<file path="src/rtl/irq_agg_pkg.sv">
package irq_agg_pkg;
  localparam int NUM_SRC = 4;
  // Priority index: lower index wins
  localparam int SRC_KBD = 0;
  localparam int SRC_LV  = 1;
  localparam int SRC_SPI = 2;
  localparam int SRC_SCI = 3;

  typedef struct packed {
    logic loadVec;  // capture winner vector this edge
    logic raise;    // request to present to CPU next cycle
  } ctlStrobe_t;
endpackage

</file>
<file path="src/rtl/irq_agg_datapath.sv">
module irq_agg_datapath
  import irq_agg_pkg::*;
#(
  parameter int ADDR_W     = 16,
  parameter int SPI_FLAG_W = 2,
  parameter int SCI_STAT_W = 8,
  parameter int SCI_FLAG_N = 5,
  parameter logic [ADDR_W-1:0] VEC_KBD = 16'hFFFA,
  parameter logic [ADDR_W-1:0] VEC_LV  = 16'hFFF4,
  parameter logic [ADDR_W-1:0] VEC_SPI = 16'hFFF2,
  parameter logic [ADDR_W-1:0] VEC_SCI = 16'hFFF0
) (
  input  logic                  clk,
  input  logic                  rstN,
  input  logic                  kbdFlag,
  input  logic                  kbdEn,
  input  logic                  extIrq,
  input  logic                  lvFlag,
  input  logic                  lvEn,
  input  logic [SPI_FLAG_W-1:0] spiFlags,
  input  logic                  spiEn,
  input  logic [SCI_STAT_W-1:0] sciStatus,
  input  logic [SCI_FLAG_N-1:0] sciEn,
  input  ctlStrobe_t            strobes,
  output logic [NUM_SRC-1:0]    reqVec,
  output logic [ADDR_W-1:0]     vecAddr
);
  localparam int SCI_LSB = SCI_STAT_W - SCI_FLAG_N;
  localparam logic [ADDR_W-1:0] VEC_TAB [NUM_SRC] = '{VEC_KBD, VEC_LV, VEC_SPI, VEC_SCI};

  logic [SCI_FLAG_N-1:0] sciHits;
  logic [NUM_SRC-1:0]    grant;
  logic [ADDR_W-1:0]     winVec;
  logic                  unusedLowBits;

  assign sciHits       = sciStatus[SCI_STAT_W-1:SCI_LSB] & sciEn;
  assign unusedLowBits = ^sciStatus[SCI_LSB-1:0];

  // Per-source pending terms
  always_comb begin
    reqVec          = '0;
    reqVec[SRC_KBD] = extIrq | (kbdFlag & kbdEn);
    reqVec[SRC_LV]  = lvFlag & lvEn;
    reqVec[SRC_SPI] = spiEn & (|spiFlags);
    reqVec[SRC_SCI] = |sciHits;
  end

  // Fixed-priority grant, index 0 highest
  genvar gi;
  generate
    for (gi = 0; gi < NUM_SRC; gi++) begin : g_grant
      if (gi == 0) begin : g_top
        assign grant[gi] = reqVec[gi];
      end else begin : g_rest
        assign grant[gi] = reqVec[gi] & ~(|reqVec[gi-1:0]);
      end
    end
  endgenerate

  always_comb begin
    winVec = '0;
    for (int i = 0; i < NUM_SRC; i++) begin
      winVec = winVec | ({ADDR_W{grant[i]}} & VEC_TAB[i]);
    end
  end

  always_ff @(posedge clk or negedge rstN) begin
    if (!rstN) vecAddr <= VEC_SCI;
    else if (strobes.loadVec) vecAddr <= winVec;
  end

  p_grant_onehot_r6: assert property (@(posedge clk) disable iff (!rstN)
    $onehot0(grant));
  p_top_wins_r6: assert property (@(posedge clk) disable iff (!rstN)
    reqVec[SRC_KBD] |-> (grant == 4'b0001));
  p_vec_legal_r8: assert property (@(posedge clk) disable iff (!rstN)
    (vecAddr == VEC_KBD) || (vecAddr == VEC_LV) || (vecAddr == VEC_SPI) || (vecAddr == VEC_SCI));
endmodule

</file>
<file path="src/rtl/irq_agg_control.sv">
module irq_agg_control
  import irq_agg_pkg::*;
(
  input  logic               clk,
  input  logic               rstN,
  input  logic [NUM_SRC-1:0] reqVec,
  input  logic               iMask,
  input  logic               ackStrobe,
  output ctlStrobe_t         strobes,
  output logic               cpuIrq
);
  logic anyReq;
  assign anyReq = |reqVec;

  always_comb begin
    strobes.raise   = anyReq & ~iMask;
    strobes.loadVec = anyReq & ~iMask & ~ackStrobe;
  end

  always_ff @(posedge clk or negedge rstN) begin
    if (!rstN) cpuIrq <= 1'b0;
    else       cpuIrq <= strobes.raise;
  end

  p_mask_blocks_r7: assert property (@(posedge clk) disable iff (!rstN)
    iMask |=> !cpuIrq);
  p_irq_follows_r8: assert property (@(posedge clk) disable iff (!rstN)
    (anyReq && !iMask) |=> cpuIrq);
  p_idle_quiet_r8: assert property (@(posedge clk) disable iff (!rstN)
    !anyReq |=> !cpuIrq);
endmodule

</file>
<file path="src/rtl/irq_vector_agg.sv">
module irq_vector_agg
  import irq_agg_pkg::*;
(
  input  logic        clk,
  input  logic        rstN,
  input  logic        iMask,
  input  logic        kbdFlag,
  input  logic        kbdEn,
  input  logic        extIrq,
  input  logic        lvFlag,
  input  logic        lvEn,
  input  logic [1:0]  spiFlags,
  input  logic        spiEn,
  input  logic [7:0]  sciStatus,
  input  logic [4:0]  sciEn,
  input  logic        ackStrobe,
  output logic        cpuIrq,
  output logic [15:0] vecAddr
);
  ctlStrobe_t         strobes;
  logic [NUM_SRC-1:0] reqVec;

  irq_agg_datapath #(
    .ADDR_W(16), .SPI_FLAG_W(2), .SCI_STAT_W(8), .SCI_FLAG_N(5)
  ) u_dp (
    .clk(clk), .rstN(rstN),
    .kbdFlag(kbdFlag), .kbdEn(kbdEn), .extIrq(extIrq),
    .lvFlag(lvFlag), .lvEn(lvEn),
    .spiFlags(spiFlags), .spiEn(spiEn),
    .sciStatus(sciStatus), .sciEn(sciEn),
    .strobes(strobes), .reqVec(reqVec), .vecAddr(vecAddr)
  );

  irq_agg_control u_ctl (
    .clk(clk), .rstN(rstN), .reqVec(reqVec), .iMask(iMask),
    .ackStrobe(ackStrobe), .strobes(strobes), .cpuIrq(cpuIrq)
  );

  p_hold_on_ack_r9: assert property (@(posedge clk) disable iff (!rstN)
    ackStrobe |=> $stable(vecAddr));
endmodule

</file>
<file path="config.mk">
export PLATFORM = sky130hd
export DESIGN_NAME = irq_vector_agg
export DESIGN_NICKNAME = d
export VERILOG_FILES = /design/src/rtl/irq_agg_pkg.sv /design/src/rtl/irq_agg_datapath.sv /design/src/rtl/irq_agg_control.sv /design/src/rtl/irq_vector_agg.sv
export SDC_FILE = /design/constraint.sdc
export NUM_CORES = 1
export LEC_CHECK = 0
export ABC_AREA = 1
export CAP_MARGIN = 20
export CORE_AREA = 4 4 41 43
export DETAILED_ROUTE_END_ITERATION = 8
export DIE_AREA = 0 0 45 47
export DONT_BUFFER_PORTS = 1
export PLACE_DENSITY = 0.56
export SLEW_MARGIN = 25
export SYNTH_ARGS = -nofsm -noshare
export SYNTH_HDL_FRONTEND = slang
export SYNTH_HIERARCHICAL = 1
export SYNTH_SLANG_ARGS = --single-unit
</file>
<file path="constraint.sdc">
create_clock -name clk -period 0.8 [get_ports clk]
set_input_delay 0.12 -clock clk [delete_from_list [all_inputs] [get_ports clk]]
set_output_delay 0.12 -clock clk [all_outputs]
set_load 0.01 [all_outputs]
</file>
== Yosys cells after proc, flatten, opt, wreduce, memory -nomap -nowiden ==
Cells that the tools add are included.

* Output and inout bits: 17
* Flip-flop bits (word level): 17
* Input bits: 25
* Word-level logic and storage cells: 25

* Reduce and logical (&&, ||, !) cells: 5
* Bitwise logic cells: 18

{| class="wikitable"
|+ Operator list
! kind !! number
|-
| 16-bit bitwise OR || 3
|-
| 1-bit bitwise AND || 8
|-
| 8-bit OR reduction || 1
|-
| 5-bit bitwise AND || 1
|-
| 1-bit NOT || 5
|-
| 5-bit OR reduction || 1
|-
| 2-bit OR reduction || 2
|-
| 3-bit OR reduction || 1
|-
| 1-bit bitwise OR || 1
|}

== Logic depth before layout (Yosys ltp) ==
Gate-level depths: netlist of the first run.

* Depth after elaboration: 7
* Depth in mapped cells: 13
* Gate-level depth less buffers: 13

== Hierarchy ==
Netlist of the first run, hierarchy kept.

{| class="wikitable"
|+ Modules (own cells, without submodules)
! module !! area an instance (µm²) !! sequential area each (µm²) !! times used !! cells each
|-
| irq_agg_datapath || 360.3 || 101.3 || 1 || 49
|-
| irq_agg_control || 51.3 || 25.0 || 1 || 8
|}

== Worst setup path after synthesis of the first run ==
No wires, ideal clock.

* Path kind: in2reg
* From: in sciStatus[3]
* To: reg u_dp.vecAddr[14]
* Data required time: 0.724 ns
* Setup time: 0.076 ns
* Buffers on the path: 0
* Path slack: -0.343 ns
* Cell stages on the path: 13
* Arrival time: 1.068 ns
* Path through: nand2_1 -> nand2_1 -> inv_1 -> nand2_1 -> nor2_1 -> nand2_1 -> nand2_1 -> nor2_1 -> inv_2 -> a21oi_4 -> nand3_2 -> nor2_2 -> nor2_1

* Cells in the longest elaborated chain, start to end: 4
* Elaborated cells between the ends (all ways): 7
* Those cells by class: 5 x bitwise; 2 x reduce/logical

{| class="wikitable"
|+ RTL lines
! what !! RTL line !! source
|-
| start, declared || irq_vector_agg.sv:14 || <nowiki>input logic [7:0] sciStatus,</nowiki>
|-
| 5-bit bitwise AND || irq_agg_datapath.sv:36 || <nowiki>assign sciHits = sciStatus[SCI_STAT_W-1:SCI_LSB] & sciEn;</nowiki>
|-
| 5-bit OR reduction || irq_agg_datapath.sv:45 || <nowiki>reqVec[SRC_SCI] = |sciHits;</nowiki>
|-
| named net reqVec[3] || irq_vector_agg.sv:21 || <nowiki>logic [NUM_SRC-1:0] reqVec;</nowiki>
|-
| 1-bit bitwise AND || irq_agg_datapath.sv:55 || <nowiki>assign grant[gi] = reqVec[gi] & ~(|reqVec[gi-1:0]);</nowiki>
|-
| 16-bit bitwise OR || irq_agg_datapath.sv:63 || <nowiki>winVec = winVec | ({ADDR_W{grant[i]}} & VEC_TAB[i]);</nowiki>
|-
| end signal, assigned || irq_agg_datapath.sv:69 || <nowiki>else if (strobes.loadVec) vecAddr <= winVec;</nowiki>
|-
| end, declared || irq_agg_datapath.sv:26 || <nowiki>output logic [ADDR_W-1:0] vecAddr</nowiki>
|}

The timed path passes the listed nets, and every way through them passes these cells.
A chain may end at the register's enable or synchronous reset.

==> results of run 1 <==
==> routing by layer <==
metal | part of all wire [%] | routed length (um) | up-vias | global-route usage (%)
li1 | - | - | 173 | -
met1 | 33 | 279 | 153 | 7.85
met2 | 52 | 443 | 27 | 15.3
met3 | 15 | 127 | 0 | 7.28
met4 | 0 | 0 | 0 | 1.75
met5 | 0 | 0 | - | 0
==> sequential cells by signal, summed over array words and instances (netlist names) <==
name and count:
u_dp/vecAddr 4, u_ctl/cpuIrq 1
==> cell families (layout without fill, tap and decap cells) <==
| logic type | count (synthesis) | in the layout |
|---|---|---|
| and+or+nand+nor | 27 | 27 |
| other | 1 | 1 |
| AOI/OAI and AO/OA | 4 | 4 |
| DFF | 5 | 5 |
| buffers and inverters | 20 | 28 |
==> worst register-to-register path, cell delays in order (launching register included) <==
cell and delay, ps:
dfstp_2 560, nor2_1 50, nor2_1 100
==> power breakdown <==
group | total, uW | internal [uW] | switching, uW
sequential | 313 | 285 | 27.8
clock | 290 | 188 | 102
combinational | 261 | 150 | 111
==> cell usage in the layout (no fill, tap or decap), types with 2 or more instances in the layout <==
cell	count
nand2_2	5
inv_2	2
nand2_1	8
inv_1	5
dfrtp_1	4
nand2_4	2
nor2_1	6
buf_4	11
buf_6	4
clkbuf_4	3
==> how the worst max path moves through the flow <==
stage / start / to / slack [ps] / cells past startpoint
floorplan: sciStatus[3] / u_dp/vecAddr[14]$_DFFE_PN1P_ / -280 / 13
global route: u_dp/vecAddr[14]$_DFFE_PN1P_ / vecAddr[8] / -340 / 1
CTS: u_dp/vecAddr[14]$_DFFE_PN1P_ / vecAddr[11] / -310 / 1
global placement: sciStatus[3] / u_dp/vecAddr[14]$_DFFE_PN1P_ / -320 / 13
detailed placement: sciStatus[4] / u_dp/vecAddr[14]$_DFFE_PN1P_ / -350 / 13
finish: u_dp/vecAddr[14]$_DFFE_PN1P_ / vecAddr[11] / -300 / 1
==> per-stage QoR <==
step,setup slack [ps],hold WS [ps],area [sq um],util (%),total power [uW]
2_1_floorplan,-282,-176,414,-,460
3_3_place_gp,-315,-175,430,33.1,502
3_5_place_dp,-349,-175,430,33.1,503
4_1_cts,-306,72.6,546,41.9,863
5_1_grt,-344,90.0,568,43.7,939
6_report,-295,88.2,568,43.7,864
==> final cells by class <==
class	instances	share of cell area (%)
Multi-Input combinational cell	32	37.4
Sequential cell	5	22.2
Clock buffer	4	4.63
Tap cell	15	3.30
Inverter	7	4.63
Timing Repair Buffer	17	27.8
==> what timing repair did <==
| item | 4_1_cts | 5_1_grt |
|---|---|---|
| hold endpoints to repair | 5 | 0 |
| hold buffers | 1 | 0 |
| pin swaps | 5 | 2 |
| endpoints found under the setup margin | 17 | 19 |
| buffers inserted | 4 | 1 |
| gates resized for setup | 14 | 4 |
==> results.md, run 1 <==
* Top cell type's share of synthesized area at 24.3%
* CTS Root Cell: clkbuf_4
* Largest family of logic cells by synthesized area: buffers and inverters
* Row count at 13
* Worst path buffer plus inverter count at 1
* Crit-path slowest cell: dfstp_2
* Dpl cells at 70
* GRT overflow at 0
* Final worst setup slack at -295 ps
* Final Max Slew Viols at 0
* Reg area at 126 sq um
* Period utilization at 137%
* WL final at 850 um
* Clk_skew at 0 ps
* Total CTS buffers at 3
* Routability-driven placement congestion ratio at 0.653
* Synthesized area per cell at 7.22 sq um
* Share of layout cells above drive strength 1 at 55.4%
* R2r endpoint: u_dp/vecAddr[14]$_DFFE_PN1P_
* Critical-path cell list: buf_12
* Violated checks: negative setup slack
* Worst hold endpoint: u_dp/vecAddr[3]$_DFFE_PN0P_
* Vias per cell at 4.41
* Top_reg_cell synth: dfrtp_1
* Clk_lat worst skew at 240 ps
* I/O Buffers at 0
* GRT Util Overall at 8.74%
* Die H at 47 um
* Number of flops mapped to enable cells by yosys at 0
* Final hold vios at 0
* List of most frequent post-synthesis cells: nand2_1 (16), buf_4 (13), nor2_1 (7), inv_1 (6), dfrtp_1 (4)
* Clock sink total at 5
* Top Ports at 42
* Drt first pass iters at 4
* Largest net degree at the start of global routing at 10
* Xor/xnor share of the synthesized area at 0%
* Leading area contributor after synthesis: dfrtp_1
* Post-Synth Adder-Cell Area at 0%
* Core area at 1300 sq um
* Initial antenna violation count at 0
* Vias in the first global route at 370
* Status: finished with violations
* Initial DRC Count at 5
* Initial Utilization at 31.6%
* # fillers at 139
* Max IR drop VDD at 1120 uV
* Fmax at 913 MHz
* Worst Hold Depth at 3
* Maxcap violations at 0
* Seq/Total Area, Yosys at 30.7%
* Synth top area cells: dfrtp_1 (24%), buf_4 (24%), nand2_1 (15%), dfstp_2 (6.4%), nor2_1 (6.4%)
* Complex-gate fraction of the synthesized area at 9.12%
* R2R Path Start: u_dp/vecAddr[14]$_DFFE_PN1P_
* First-pass GRT wire length at 1.30 mm
* Final setup vio count at 16
* Hold_sp: ackStrobe
* Setup CP Type: flip-flop to output port
* Worst hold path type: primary input to flip-flop
* Reg2reg setup slack at 20 ps
* DRC Markers at 0
* Area occupied by multi-input gates at 213 sq um
* Cells after synthesis at 57
* Post-DP HPWL at 626 um
* Critical Path RT at 680 ps
* RSZ-0062 raised after global routing: true
* N_diodes at 0
* H-Tree Depth at 1
* R2R cell count at 2
* Layout Nets at 91
* CP arrival at 980 ps
* Top delay family on crit path: flip-flops
* Power per cell area at 1520 nW/um^2
* Unique masters post-synth at 16
* CP Capture Type: output port
* Type of origin of the critical path: flip-flop
* FF+latch count, synth at 5
* Setup TNS Final at -3760 ps
* Synth Warn # at 6
* Wirelength per Cell at 10.6 um
* Mapped Area at 412 sq um
* Vias at 353
* CTS tree: built
* Fraction of registers with async set/reset at 100%
* CP max FO at 9
* Worst stage delay on the critical path at 560 ps
* Antenna violation net count after detailed routing at 0
* Die area at 2120 sq um
* Syn nets at 82
* Leak at 0.000296 uW
* Post-Synth Simple-Gate Area at 29.2%
* Max clock buf depth at 2
* Mux share of post-synthesis cell area at 0%
* Fin cells at 80
* Area growth syn-to-layout at 38.0%
* Die width at 45 um
* Clock-pin slew on the worst setup and hold paths at 40 ps
* Final Critical Period at 1100 ps
* Count leader, synth: nand2_1
No activity file was read; power rests on OpenSTA's default activity.
==> run 2, diff against run 1 <==
--- a/config.mk
+++ b/config.mk
@@ -5,13 +5,12 @@
 export SDC_FILE = /design/constraint.sdc
 export NUM_CORES = 1
 export LEC_CHECK = 0
-export ABC_AREA = 1
+export BUFFER_PORTS_ARGS = -buffer_cell sky130_fd_sc_hd__buf_4
 export CAP_MARGIN = 20
 export CORE_AREA = 4 4 41 43
 export DETAILED_ROUTE_END_ITERATION = 8
 export DIE_AREA = 0 0 45 47
-export DONT_BUFFER_PORTS = 1
-export PLACE_DENSITY = 0.56
+export PLACE_DENSITY = 0.79
 export SLEW_MARGIN = 25
 export SYNTH_ARGS = -nofsm -noshare
 export SYNTH_HDL_FRONTEND = slang
==> run 2 against run 1 <==
  * The run still ends with negative setup slack left
  * Via count increased by 12%
  * Combinational power is 23% higher
  * Maximum frequency down 6.6%
  * Clock-buffer cell count is the same
  * Critical endpoint is now vecAddr[14]
==> results.md, run 2 <==
* CP arrival at 1050 ps (+70 ps)
* Final setup vio count at 21 (+5)
* Syn nets at 66 (-20%)
* I/O Buffers at 37 (+37)
* Commonest non-fill, non-tap cell in the layout: buf_4
* Final worst setup slack at -373 ps (-77.4 ps)
* Final Max Slew Viols at 0 (unchanged)
* Seq/Total Area, Yosys at 35.8% (+5.1 points)
* Antenna violation net count after detailed routing at 0 (unchanged)
* Leading area contributor after synthesis: dfrtp_1
* RSZ-0062 raised after global routing: true
* Worst hold endpoint: u_ctl/cpuIrq$_DFF_PN0_
* R2R Path Start: u_dp/vecAddr[14]$_DFFE_PN1P_
* Clk_skew at 0 ps (unchanged)
* Most frequent cells in the layout: buf_4 (37), buf_6 (6), dfrtp_1 (4)
* Clock-pin slew on the worst setup and hold paths at 40 ps (about the same)
* Top Ports at 42 (unchanged)
* List of most frequent post-synthesis cells: buf_4 (13), dfrtp_1 (4), inv_1 (3), nand2_1 (3), nor2_1 (3)
* # fillers at 133 (-4.3%)
* Die H at 47 um (unchanged)
* Largest net degree at the start of global routing at 14 (+4)
* Number of flops mapped to enable cells by yosys at 0 (unchanged)
* Initial antenna violation count at 0 (unchanged)
* Cells after synthesis at 41 (-28%)
* Type of origin of the critical path: flip-flop
* Max reg flops at 4 (unchanged)
* Mapped Area at 353 sq um (-14%)
* First-pass GRT wire length at 1.44 mm (+10%)
* Total power at 910 uW (+5.3%)
* Top delay family on crit path: flip-flops
* Clock sink total at 5 (unchanged)
* Dpl cells at 83 (+19%)
* CTS tree: built
* R2r endpoint: u_dp/vecAddr[14]$_DFFE_PN1P_
* Setup CP Type: flip-flop to output port
* Worst Hold Depth at 2 (-1)
* Critical Path RT at 680 ps (about the same)
* CTS Root Cell: clkbuf_4
* DRC Markers at 0 (unchanged)
* Synth Warn # at 6 (unchanged)
* Wirelength per Cell at 11.3 um (+6.4%)
* Max clock buf depth at 2 (unchanged)
* Violated checks: negative setup slack
* CP Capture Type: output port
* Initial Utilization at 27.1% (-4.5 points)
* Setup TNS Final at -6250 ps (-2490 ps)
* Top_reg_cell synth: dfrtp_1
* Maxcap violations at 0 (unchanged)
* Count leader, synth: buf_4
* Hold_sp: iMask
* FF+latch count, synth at 5 (unchanged)
* Max IR drop VDD at 425 uV (-62%)
* Initial DRC Count at 8 (+3)
* Top cell type's share of synthesized area at 28.4% (+4.1 points)
* Worst stage delay on the critical path at 670 ps (+110 ps)
* Final Critical Period at 1170 ps (+77.4 ps)
* GRT Util Overall at 9.63% (+0.89 points)
* Total CTS buffers at 3 (unchanged)
* CP max FO at 13 (+4)
* Fmax at 853 MHz (-6.6%)
* Synth top area cells: dfrtp_1 (28%), buf_4 (28%), dfstp_2 (7.4%), nor4_2 (3.5%), inv_1 (3.2%)
* Die width at 45 um (unchanged)
* Worst hold path type: primary input to flip-flop
* Status: finished with violations
* Unique masters post-synth at 19 (+3)
* Reg2reg setup slack at -80 ps (-100 ps)
* Crit-path slowest cell: dfstp_4
* Leak at 0.000332 uW (+12%)
* Critical-path cell list: buf_4
* Share of layout cells above drive strength 1 at 66.7% (+11 points)
* Vias in the first global route at 346 (-6.5%)
* R2R cell count at 1 (-1)
* Fin cells at 90 (+13%)
* Biggest registers after layout: u_dp/vecAddr (4), u_ctl/cpuIrq (1)
* Number of cells on the critical path at 1 (unchanged)
* Power per cell area at 1340 nW/um^2 (-12%)
* Drt first pass iters at 4 (unchanged)
* Core area at 1300 sq um (unchanged)
* Worst path buffer plus inverter count at 1 (unchanged)
* H-Tree Depth at 1 (unchanged)
* WL final at 1.02 mm (+20%)
* Synthesized area per cell at 8.61 sq um (+19%)
* Row count at 13 (unchanged)
* GRT overflow at 0 (unchanged)
* Vias at 395 (+12%)
* Area growth syn-to-layout at 92.6%
* Vias per cell at 4.39 (-0.54%)
* Clk_lat worst skew at 240 ps (about the same)
* Die area at 2120 sq um (unchanged)
* Final hold vios at 0 (unchanged)
* Routability-driven placement congestion ratio at 0.676 (+3.5%)
* Most flops, register: u_dp/vecAddr
* Layout Nets at 101 (+11%)
* Fraction of registers with async set/reset at 100% (unchanged)
* N_diodes at 0 (unchanged)
* Period utilization at 147% (+9.7 points)
-- run 2: cell count changes in the layout (fill, tap and decap cells not counted), sizes merged, moves of 2 or more --
cell	change
buf	+27
inv	-4
nand2	-13
nand3	-2
nor2	-5
-- run 2: through the flow --
stage | hold WS (ps) | util (%) | setup slack (ps) | instance area [sq um]
6_report | 60.4 | 52.2 | -373 | 679
4_1_cts | 50.0 | 52.2 | -390 | 679
3_3_place_gp | -79.2 | 45.0 | -601 | 586
3_5_place_dp | -77.5 | 45.0 | -682 | 586
2_1_floorplan | -176 | - | -469 | 403
5_1_grt | 58.9 | 52.2 | -413 | 679
-- run 2: worst max path at each step --
stage,to,slack [ps],startpoint
after floorplan,u_dp/vecAddr[14]$_DFFE_PN1P_,-470,sciStatus[3]
after global placement,u_dp/vecAddr[1]$_DFFE_PN0P_,-600,sciStatus[3]
after detailed placement,u_dp/vecAddr[1]$_DFFE_PN0P_,-680,sciStatus[3]
after CTS,vecAddr[14],-390,u_dp/vecAddr[14]$_DFFE_PN1P_
after global routing,u_dp/vecAddr[3]$_DFFE_PN0P_,-410,sciStatus[3]
final,vecAddr[14],-370,u_dp/vecAddr[14]$_DFFE_PN1P_
-- run 2: metal layers --
layer / vias up / wire length (um) / global-route usage [%]
met2: 23 / 559 / 19.2
met1: 178 / 327 / 9.28
met3: 2 / 107 / 0.383
li1: 192 / - / -
met5: - / 0 / 0
met4: 0 / 23 / 7.02
-- run 2: cells by family (layout without fill, tap and decap cells) --
kind of cell	after synthesis	in the layout	share of synthesized area [%]
buffers and inverters	17	51	31.9
AND/OR/NAND/NOR	10	10	15.6
flip-flops	5	5	35.8
AO/OA/AOI/OAI	8	8	15.6
other	1	1	1.06
-- run 2: power by group --
part / total (uW) / internal [uW] / switching (uW)
clock network: 288 / 188 / 99.3
registers: 302 / 281 / 20.5
logic: 321 / 202 / 119
-- run 2: layout make-up --
cell class	count	area (sq um)	area share (%)
Clock buffer	4	26.3	3.87
Multi-Input combinational cell	19	138	20.3
Inverter	3	11.3	1.66
Sequential cell	5	130	19.2
Timing Repair Buffer	44	355	52.3
Tap cell	15	18.8	2.76
-- run 2: timing repair --
item                       CTS  global route
hold endpoints to repair     5             0
resized for setup           10             0
cloned                       0             0
hold buffers                 1             0
setup buffers                2             1
pin swaps                    3             2
setup endpoints to repair   21            21
